==> src/rtl/ecs_pkg.sv <==
package ecs_pkg;

    localparam int SLOTS   = 4;
    localparam int NUM_SYM = 5;

    typedef enum logic [2:0] {
        SEL_A, SEL_B, SEL_C, SEL_D, SEL_E
    } sym_sel_e;

    // index SLOTS-1 is the leftmost slot
    typedef sym_sel_e [SLOTS-1:0] pattern_t;

    typedef enum logic [5:0] {
        N_IDLE,
        N_P_AEEE, N_P_BAAC, N_P_CABA, N_P_ABAC, N_P_ACBA, N_P_AACB,
        N_Z_BACD, N_Z_CDAB, N_Z_DCBA, N_Z_DCAB, N_Z_CDBA, N_Z_AACD,
        N_Z_BCCD, N_Z_BDAC, N_Z_BCDA, N_Z_CACD, N_Z_DABC, N_Z_CADB,
        N_Z_BADC,
        N_O_ABEE, N_O_EECE, N_O_AEEE, N_O_CABD, N_O_BCAD, N_O_DACB,
        N_O_BDCA, N_O_DBAC, N_O_CBDA, N_O_ADBC, N_O_ACDB,
        N_T_AEEE, N_T_BACD, N_T_CBAD, N_T_DBCA, N_T_ABDC, N_T_ACBD,
        N_T_ADCB
    } node_e;

    typedef struct packed {
        node_e nxt;
        logic  win;
        logic  fault;
    } step_t;

    function automatic pattern_t pat(input sym_sel_e s0, input sym_sel_e s1,
                                     input sym_sel_e s2, input sym_sel_e s3);
        pattern_t p;
        p[3] = s0;
        p[2] = s1;
        p[1] = s2;
        p[0] = s3;
        return p;
    endfunction

    function automatic pattern_t node_pattern(input node_e n);
        pattern_t p;
        case (n)
            N_P_AEEE: p = pat(SEL_A, SEL_E, SEL_E, SEL_E);
            N_P_BAAC: p = pat(SEL_B, SEL_A, SEL_A, SEL_C);
            N_P_CABA: p = pat(SEL_C, SEL_A, SEL_B, SEL_A);
            N_P_ABAC: p = pat(SEL_A, SEL_B, SEL_A, SEL_C);
            N_P_ACBA: p = pat(SEL_A, SEL_C, SEL_B, SEL_A);
            N_P_AACB: p = pat(SEL_A, SEL_A, SEL_C, SEL_B);
            N_Z_BACD: p = pat(SEL_B, SEL_A, SEL_C, SEL_D);
            N_Z_CDAB: p = pat(SEL_C, SEL_D, SEL_A, SEL_B);
            N_Z_DCBA: p = pat(SEL_D, SEL_C, SEL_B, SEL_A);
            N_Z_DCAB: p = pat(SEL_D, SEL_C, SEL_A, SEL_B);
            N_Z_CDBA: p = pat(SEL_C, SEL_D, SEL_B, SEL_A);
            N_Z_AACD: p = pat(SEL_A, SEL_A, SEL_C, SEL_D);
            N_Z_BCCD: p = pat(SEL_B, SEL_C, SEL_C, SEL_D);
            N_Z_BDAC: p = pat(SEL_B, SEL_D, SEL_A, SEL_C);
            N_Z_BCDA: p = pat(SEL_B, SEL_C, SEL_D, SEL_A);
            N_Z_CACD: p = pat(SEL_C, SEL_A, SEL_C, SEL_D);
            N_Z_DABC: p = pat(SEL_D, SEL_A, SEL_B, SEL_C);
            N_Z_CADB: p = pat(SEL_C, SEL_A, SEL_D, SEL_B);
            N_Z_BADC: p = pat(SEL_B, SEL_A, SEL_D, SEL_C);
            N_O_ABEE: p = pat(SEL_A, SEL_B, SEL_E, SEL_E);
            N_O_EECE: p = pat(SEL_E, SEL_E, SEL_C, SEL_E);
            N_O_AEEE: p = pat(SEL_A, SEL_E, SEL_E, SEL_E);
            N_O_CABD: p = pat(SEL_C, SEL_A, SEL_B, SEL_D);
            N_O_BCAD: p = pat(SEL_B, SEL_C, SEL_A, SEL_D);
            N_O_DACB: p = pat(SEL_D, SEL_A, SEL_C, SEL_B);
            N_O_BDCA: p = pat(SEL_B, SEL_D, SEL_C, SEL_A);
            N_O_DBAC: p = pat(SEL_D, SEL_B, SEL_A, SEL_C);
            N_O_CBDA: p = pat(SEL_C, SEL_B, SEL_D, SEL_A);
            N_O_ADBC: p = pat(SEL_A, SEL_D, SEL_B, SEL_C);
            N_O_ACDB: p = pat(SEL_A, SEL_C, SEL_D, SEL_B);
            N_T_AEEE: p = pat(SEL_A, SEL_E, SEL_E, SEL_E);
            N_T_BACD: p = pat(SEL_B, SEL_A, SEL_C, SEL_D);
            N_T_CBAD: p = pat(SEL_C, SEL_B, SEL_A, SEL_D);
            N_T_DBCA: p = pat(SEL_D, SEL_B, SEL_C, SEL_A);
            N_T_ABDC: p = pat(SEL_A, SEL_B, SEL_D, SEL_C);
            N_T_ACBD: p = pat(SEL_A, SEL_C, SEL_B, SEL_D);
            N_T_ADCB: p = pat(SEL_A, SEL_D, SEL_C, SEL_B);
            default:  p = pat(SEL_E, SEL_E, SEL_E, SEL_E);
        endcase
        return p;
    endfunction

    // final entry of a leaf list: a miss here cannot be explained
    function automatic logic node_is_last(input node_e n);
        case (n)
            N_P_CABA, N_P_AACB,
            N_Z_DCBA, N_Z_CDBA, N_Z_BDAC, N_Z_BCDA, N_Z_DABC, N_Z_CADB,
            N_Z_BADC,
            N_O_BCAD, N_O_BDCA, N_O_CBDA, N_O_ACDB,
            N_T_DBCA, N_T_ADCB: return 1'b1;
            default:            return 1'b0;
        endcase
    endfunction

endpackage

==> src/rtl/ecs_entry_select.sv <==
module ecs_entry_select
    import ecs_pkg::*;
#(
    parameter int RED_W = 3
) (
    input  logic             shape,
    input  logic [RED_W-1:0] red6,
    output node_e            entry,
    output logic             supported
);
    always_comb begin
        entry     = N_IDLE;
        supported = 1'b1;
        if (!shape) begin
            if (red6 == RED_W'(2)) entry = N_P_AEEE;
            else                   supported = 1'b0;
        end else begin
            if (red6 == RED_W'(0))      entry = N_Z_BACD;
            else if (red6 == RED_W'(1)) entry = N_O_ABEE;
            else if (red6 == RED_W'(2)) entry = N_T_AEEE;
            else                        supported = 1'b0;
        end
    end
endmodule

==> src/rtl/ecs_tree_step.sv <==
module ecs_tree_step
    import ecs_pkg::*;
#(
    parameter int RED_W = 3
) (
    input  node_e            node,
    input  logic [RED_W-1:0] red,
    output step_t            step
);
    logic r0, r1, r2, r4;
    logic uncovered;
    node_e nxt;

    assign r0 = (red == RED_W'(0));
    assign r1 = (red == RED_W'(1));
    assign r2 = (red == RED_W'(2));
    assign r4 = (red == RED_W'(4));

    always_comb begin
        nxt       = N_IDLE;
        uncovered = 1'b0;
        case (node)
            N_P_AEEE: if (r0) nxt = N_P_BAAC; else if (r1) nxt = N_P_ABAC; else uncovered = 1'b1;
            N_P_BAAC: nxt = N_P_CABA;
            N_P_ABAC: nxt = N_P_ACBA;
            N_P_ACBA: nxt = N_P_AACB;
            N_Z_BACD: begin
                if (r0)      nxt = N_Z_CDAB;
                else if (r1) nxt = N_Z_AACD;
                else if (r2) nxt = N_Z_BADC;
                else         uncovered = 1'b1;
            end
            N_Z_CDAB: nxt = r0 ? N_Z_DCBA : N_Z_DCAB;
            N_Z_DCAB: nxt = N_Z_CDBA;
            N_Z_AACD: if (r0) nxt = N_Z_BCCD; else if (r1) nxt = N_Z_CACD; else uncovered = 1'b1;
            N_Z_BCCD: if (r1) nxt = N_Z_BDAC; else if (r2) nxt = N_Z_BCDA; else uncovered = 1'b1;
            N_Z_CACD: if (r1) nxt = N_Z_DABC; else if (r2) nxt = N_Z_CADB; else uncovered = 1'b1;
            N_O_ABEE: if (r0) nxt = N_O_EECE; else if (r1) nxt = N_O_AEEE; else uncovered = 1'b1;
            N_O_EECE: if (r0) nxt = N_O_CABD; else if (r1) nxt = N_O_DACB; else uncovered = 1'b1;
            N_O_AEEE: if (r0) nxt = N_O_DBAC; else if (r1) nxt = N_O_ADBC; else uncovered = 1'b1;
            N_O_CABD: nxt = N_O_BCAD;
            N_O_DACB: nxt = N_O_BDCA;
            N_O_DBAC: nxt = N_O_CBDA;
            N_O_ADBC: nxt = N_O_ACDB;
            N_T_AEEE: if (r0) nxt = N_T_BACD; else if (r1) nxt = N_T_ABDC; else uncovered = 1'b1;
            N_T_BACD: nxt = N_T_CBAD;
            N_T_CBAD: nxt = N_T_DBCA;
            N_T_ABDC: nxt = N_T_ACBD;
            N_T_ACBD: nxt = N_T_ADCB;
            default:  nxt = N_IDLE;
        endcase
    end

    always_comb begin
        step.nxt   = nxt;
        step.win   = r4;
        step.fault = !r4 && (uncovered || node_is_last(node));
    end
endmodule

==> src/rtl/ecs_guess_mux.sv <==
module ecs_guess_mux
    import ecs_pkg::*;
#(
    parameter int SYM_W = 3
) (
    input  pattern_t                 sel,
    input  logic [NUM_SYM*SYM_W-1:0] sym_flat,
    output logic [SLOTS*SYM_W-1:0]   guess
);
    for (genvar s = 0; s < SLOTS; s++) begin : g_slot
        always_comb begin
            case (sel[s])
                SEL_A:   guess[s*SYM_W +: SYM_W] = sym_flat[0*SYM_W +: SYM_W];
                SEL_B:   guess[s*SYM_W +: SYM_W] = sym_flat[1*SYM_W +: SYM_W];
                SEL_C:   guess[s*SYM_W +: SYM_W] = sym_flat[2*SYM_W +: SYM_W];
                SEL_D:   guess[s*SYM_W +: SYM_W] = sym_flat[3*SYM_W +: SYM_W];
                default: guess[s*SYM_W +: SYM_W] = sym_flat[4*SYM_W +: SYM_W];
            endcase
        end
    end
endmodule

==> src/rtl/ecs_endgame_seq.sv <==
module ecs_endgame_seq
    import ecs_pkg::*;
#(
    parameter int SYM_W = 3,
    parameter int RED_W = 3
) (
    input  logic                   clk,
    input  logic                   rst,
    input  logic                   start_i,
    input  logic                   shape_i,
    input  logic [RED_W-1:0]       red6_i,
    input  logic [SYM_W-1:0]       sym_a_i,
    input  logic [SYM_W-1:0]       sym_b_i,
    input  logic [SYM_W-1:0]       sym_c_i,
    input  logic [SYM_W-1:0]       sym_d_i,
    input  logic [SYM_W-1:0]       sym_e_i,
    input  logic                   score_valid_i,
    input  logic [RED_W-1:0]       score_red_i,
    output logic                   guess_valid_o,
    output logic [SLOTS*SYM_W-1:0] guess_o,
    output logic                   expect_solved_o,
    output logic                   win_o,
    output logic                   fatal_o
);
    localparam int SYM_BITS = NUM_SYM * SYM_W;

    node_e                node_q;
    logic [SYM_BITS-1:0]  sym_q;
    logic                 win_q, fatal_q;
    node_e                entry_node;
    logic                 entry_ok;
    step_t                step;
    logic                 busy;

    assign busy = (node_q != N_IDLE);

    ecs_entry_select #(.RED_W(RED_W)) entry_i (
        .shape     (shape_i),
        .red6      (red6_i),
        .entry     (entry_node),
        .supported (entry_ok)
    );

    ecs_tree_step #(.RED_W(RED_W)) step_i (
        .node (node_q),
        .red  (score_red_i),
        .step (step)
    );

    ecs_guess_mux #(.SYM_W(SYM_W)) mux_i (
        .sel      (node_pattern(node_q)),
        .sym_flat (sym_q),
        .guess    (guess_o)
    );

    always_ff @(posedge clk) begin
        if (rst) begin
            node_q  <= N_IDLE;
            sym_q   <= '0;
            win_q   <= 1'b0;
            fatal_q <= 1'b0;
        end else begin
            win_q   <= 1'b0;
            fatal_q <= 1'b0;
            if (!busy) begin
                if (start_i) begin
                    sym_q <= {sym_e_i, sym_d_i, sym_c_i, sym_b_i, sym_a_i};
                    if (entry_ok) node_q  <= entry_node;
                    else          fatal_q <= 1'b1;
                end
            end else if (score_valid_i) begin
                if (step.win) begin
                    win_q  <= 1'b1;
                    node_q <= N_IDLE;
                end else if (step.fault) begin
                    fatal_q <= 1'b1;
                    node_q  <= N_IDLE;
                end else begin
                    node_q <= step.nxt;
                end
            end
        end
    end

    assign guess_valid_o   = busy;
    assign expect_solved_o = busy && node_is_last(node_q);
    assign win_o           = win_q;
    assign fatal_o         = fatal_q;
endmodule

==> config.mk <==
export PLATFORM = sky130hd
export DESIGN_NAME = ecs_endgame_seq
export DESIGN_NICKNAME = d
export VERILOG_FILES = /design/src/rtl/ecs_pkg.sv /design/src/rtl/ecs_entry_select.sv /design/src/rtl/ecs_tree_step.sv /design/src/rtl/ecs_guess_mux.sv /design/src/rtl/ecs_endgame_seq.sv
export SDC_FILE = /design/constraint.sdc
export NUM_CORES = 1
export LEC_CHECK = 0
export BUFFER_PORTS_ARGS = -buffer_cell sky130_fd_sc_hd__buf_4
export CAP_MARGIN = 20
export CORE_MARGIN = 3
export CORE_UTILIZATION = 50
export DETAILED_ROUTE_END_ITERATION = 16
export PLACE_DENSITY = 0.83
export REMOVE_ABC_BUFFERS = 1
export SYNTH_ARGS = -nofsm -noshare
export SYNTH_HDL_FRONTEND = slang
export SYNTH_HIERARCHICAL = 1
export SYNTH_SLANG_ARGS = --single-unit
==> constraint.sdc <==
create_clock -name clk -period 3.5 [get_ports clk]
set_input_delay 0.7 -clock clk [delete_from_list [all_inputs] [get_ports clk]]
set_output_delay 0.7 -clock clk [all_outputs]
set_load 0.03 [all_outputs]
==> qor.yml <==
ys_types: 78
synth-xor-area-share: 0.01003
drt-pass1-iter-count: 6
cts_inserted_buffers: 5
reg2reg_slack_ns: 0.15
fin_setup_tns_ns: 0
drive_above_1_share: 0.2246
track_usage: 0.2759
synth_compound_area_frac: 0.3165
fillCellCount: 579
gp_congestion: 1.071
avgSynthCellArea_um2: 7.404
startpoint_type: "register"
synth-edff-count: 0
ys_ff_latch: 36
skew_ns: 0.01138
arrival_ns: 3.55
grt_first_pass_wirelength_um: 17730
finalHoldViolCount: 0
highest_layer: "met4"
fin_crit_sh: 0.9558
route.detailed.drc: 0
clk_latency_ns: 0.30
grt_pass1_vias: 3659
wl_per_cell_um: 18.04
route.met3.wl_um: 1085
ys_seq_area_frac: 0.2062
synth_area_mm2: 0.003495
htreeDepth: 2
diodes: 0
seqCellArea_um2: 725.7
path_cells: "nor2_1 > a221o_1 > a32oi_1 > a2bb2oi_1 > o22ai_2 > nor2_1 > o2111ai_1 > a31oi_2 > buf_4 > ha_1 > buf_4 > nand2_1 > o211ai_1 > o21ai_0 > o22ai_1"
die_w_um: 89.60
criticalPathCategory: "register to register"
portBuffers: 41
synth_top_cell_area_share: 0.2062
r2r-start: "node_q[0]"
slowest_delay_ns: 0.50
timing.final.ws_setup_ns: 0.1547
endpoint_kind: "register"
status: "finished, final reports clean"
p_per_area_mw_per_mm2: 746.2
yosysTopAreaCell: "dfxtp_1"
via_per_inst: 6.436
synth_top_family_by_area: "compound AO/OA/AOI/OAI gates"
hold_depth: 2
num_io_pins: 42
synthArstFlopShare: 0
power.leakage_nw: 1.607
required_ns: 3.70
clk_pin_slew_ns: 0.07
period_needed_ns: 3.345
rows: 29
die_y_um: 89.60
hp-start: "sym_q[13]"
wl_met1_um: 4475
yosys_warnings: 6
wl_um: 11080
netlist_instances: 472
cpMaxStageDelayCell: "dfxtp_2"
gr-total-overflow: 0
fin_area_mm2: 0.004111
place_ws_ns: 0.1115
dr.first_iter.drc_count: 469
whs_endpoint: "sym_q[13]"
fin_nets: 555
start_util: 0.5321
cp_max_fo: 17
cts-root-buf: "clkbuf_8"
cts_buffer_depth: 2
hold_path_class: "register to register"
post_dp_cell_area_mm2: 0.003976
cts.sink_count: 36
setup_violations: 0
cts_hold_buf: 0
ys_top_cells_by_area: "dfxtp_1 (21%), nand2_1 (6.8%), a21oi_1 (4.6%)"
coreArea_mm2: 0.006568
die_area_mm2: 0.008028
rr_worst_depth: 15
multi_input_area_mm2: 0.002507
routed-wl-met2_um: 5155
yosys.area_share.simple: 0.3004
slew_viol_final: 0
grt_start_max_net_pins: 26
cap_violations: 0
syn_to_final_growth_pct: 17.65
synth_flop_cell: "dfxtp_1"
cts_tree: "done"
ir_drop_mv: 0.3080
hpwl_um: 8334
synth_fa_ha_area_frac: 0.03222
fmaxAchievable_ghz: 0.2989
ant_nets: 0
via_count: 3952
synthMuxAreaShare: 0.05263
antenna_found_initial: 0
[repair_timing]
| item | 4_1_cts | 5_1_grt |
|---|---|---|
| gates resized for setup | 0 | 11 |
| buffers inserted | 0 | 0 |
| endpoints found under the setup margin | 0 | 13 |
| endpoints found under the hold margin | 0 | 0 |
[how the worst max path moves through the flow]
stage | to | from | slack [ns]
after floorplan | register | node_q[0] | -0.18
after global placement | register | score_red_i[0] | 0.16
after detailed placement | register | node_q[0] | 0.11
after CTS | register | node_q[0] | 0.1
after global routing | register | node_q[0] | -0.06
final | register | node_q[0] | 0.15
[per-stage QoR]
stage	hold WS, ns	total power [W]	util	cells
final	0.4610	0.003068	0.6260	614
after global placement	0.4439	0.002603	0.6054	606
after floorplan	0.4303	0.001940	-	435
after global routing	0.4772	0.003265	0.6260	614
after CTS	0.4615	0.003003	0.6224	614
after detailed placement	0.4506	0.002633	0.6054	606
[cell usage after synthesis, drive strengths merged (5+ instances only)]
| master | number |
|---|---|
| a211oi | 13 |
| a21oi | 33 |
| a221o | 5 |
| a221oi | 14 |
| a31oi | 6 |
| and2 | 5 |
| and3 | 5 |
| buf | 25 |
| clkbuf | 12 |
| dfxtp | 36 |
| ha | 9 |
| inv | 16 |
| mux2i | 15 |
| nand2 | 65 |
| nand2b | 15 |
| nand3 | 10 |
| nand4 | 8 |
| nor2 | 37 |
| nor2b | 23 |
| nor3 | 8 |
| o2111ai | 6 |
| o21ai | 20 |
| o22a | 5 |
| o22ai | 8 |
[cell families after synthesis]
group / Yosys count
and+or+nand+nor: 200
DFF: 36
AOI/OAI and AO/OA: 151
other: 1
muxes: 18
xor gates and xnor gates: 4
buffers and inverters: 53
adders and majority gates: 9
[routing by layer]
| layer | vias up | track usage |
|---|---|---|
| met1 | 1788 | 0.3641 |
| met3 | 49 | 0.04745 |
| met2 | 254 | 0.4561 |
| met5 | - | 0 |
| li1 | 1861 | - |
| met4 | 0 | 0.08931 |
[layout make-up]
class | count | area share
Multi-Input combinational cell | 383 | 0.6099
Clock inverter | 3 | 0.01035
Timing Repair Buffer | 78 | 0.1424
Clock buffer | 5 | 0.01674
Tap cell | 93 | 0.02830
Inverter | 16 | 0.01582
Sequential cell | 36 | 0.1765
[cells in the final DEF, fill, tap and decap left out, types with 7 or more instances in the layout]
| cell | n |
|---|---|
| a211oi_1 | 13 |
| a21oi_1 | 32 |
| a221oi_1 | 13 |
| buf_4 | 78 |
| dfxtp_1 | 32 |
| ha_1 | 8 |
| inv_1 | 13 |
| mux2i_1 | 15 |
| nand2_1 | 63 |
| nand2b_1 | 14 |
| nand3_1 | 10 |
| nand4_1 | 8 |
| nor2_1 | 32 |
| nor2b_1 | 23 |
| nor3_1 | 7 |
| o21ai_0 | 16 |
| o22ai_1 | 7 |
[worst max-delay path: cells and delay by family, from the launching register on]
| family | cells | cell delay (ns) |
|---|---|---|
| AO/OA/AOI/OAI | 9 | 1.72 |
| flip-flops | 1 | 0.50 |
| buffers and inverters | 2 | 0.37 |
| AND/OR/NAND/NOR | 3 | 0.35 |
| adder cells (fa/ha/maj) | 1 | 0.30 |
[where the power goes]
| part | total [W] | leakage (nW) | internal, W | switching (W) |
|---|---|---|---|---|
| Clock | 0.000368 | 0.0541 | 0.000211 | 0.000158 |
| Combinational | 0.00200 | 1.25 | 0.000801 | 0.00119 |
| Sequential | 0.000704 | 0.298 | 0.000534 | 0.000170 |
| Total | 0.00307 | 1.61 | 0.00155 | 0.00152 |
No activity file was read; power rests on OpenSTA's default activity.
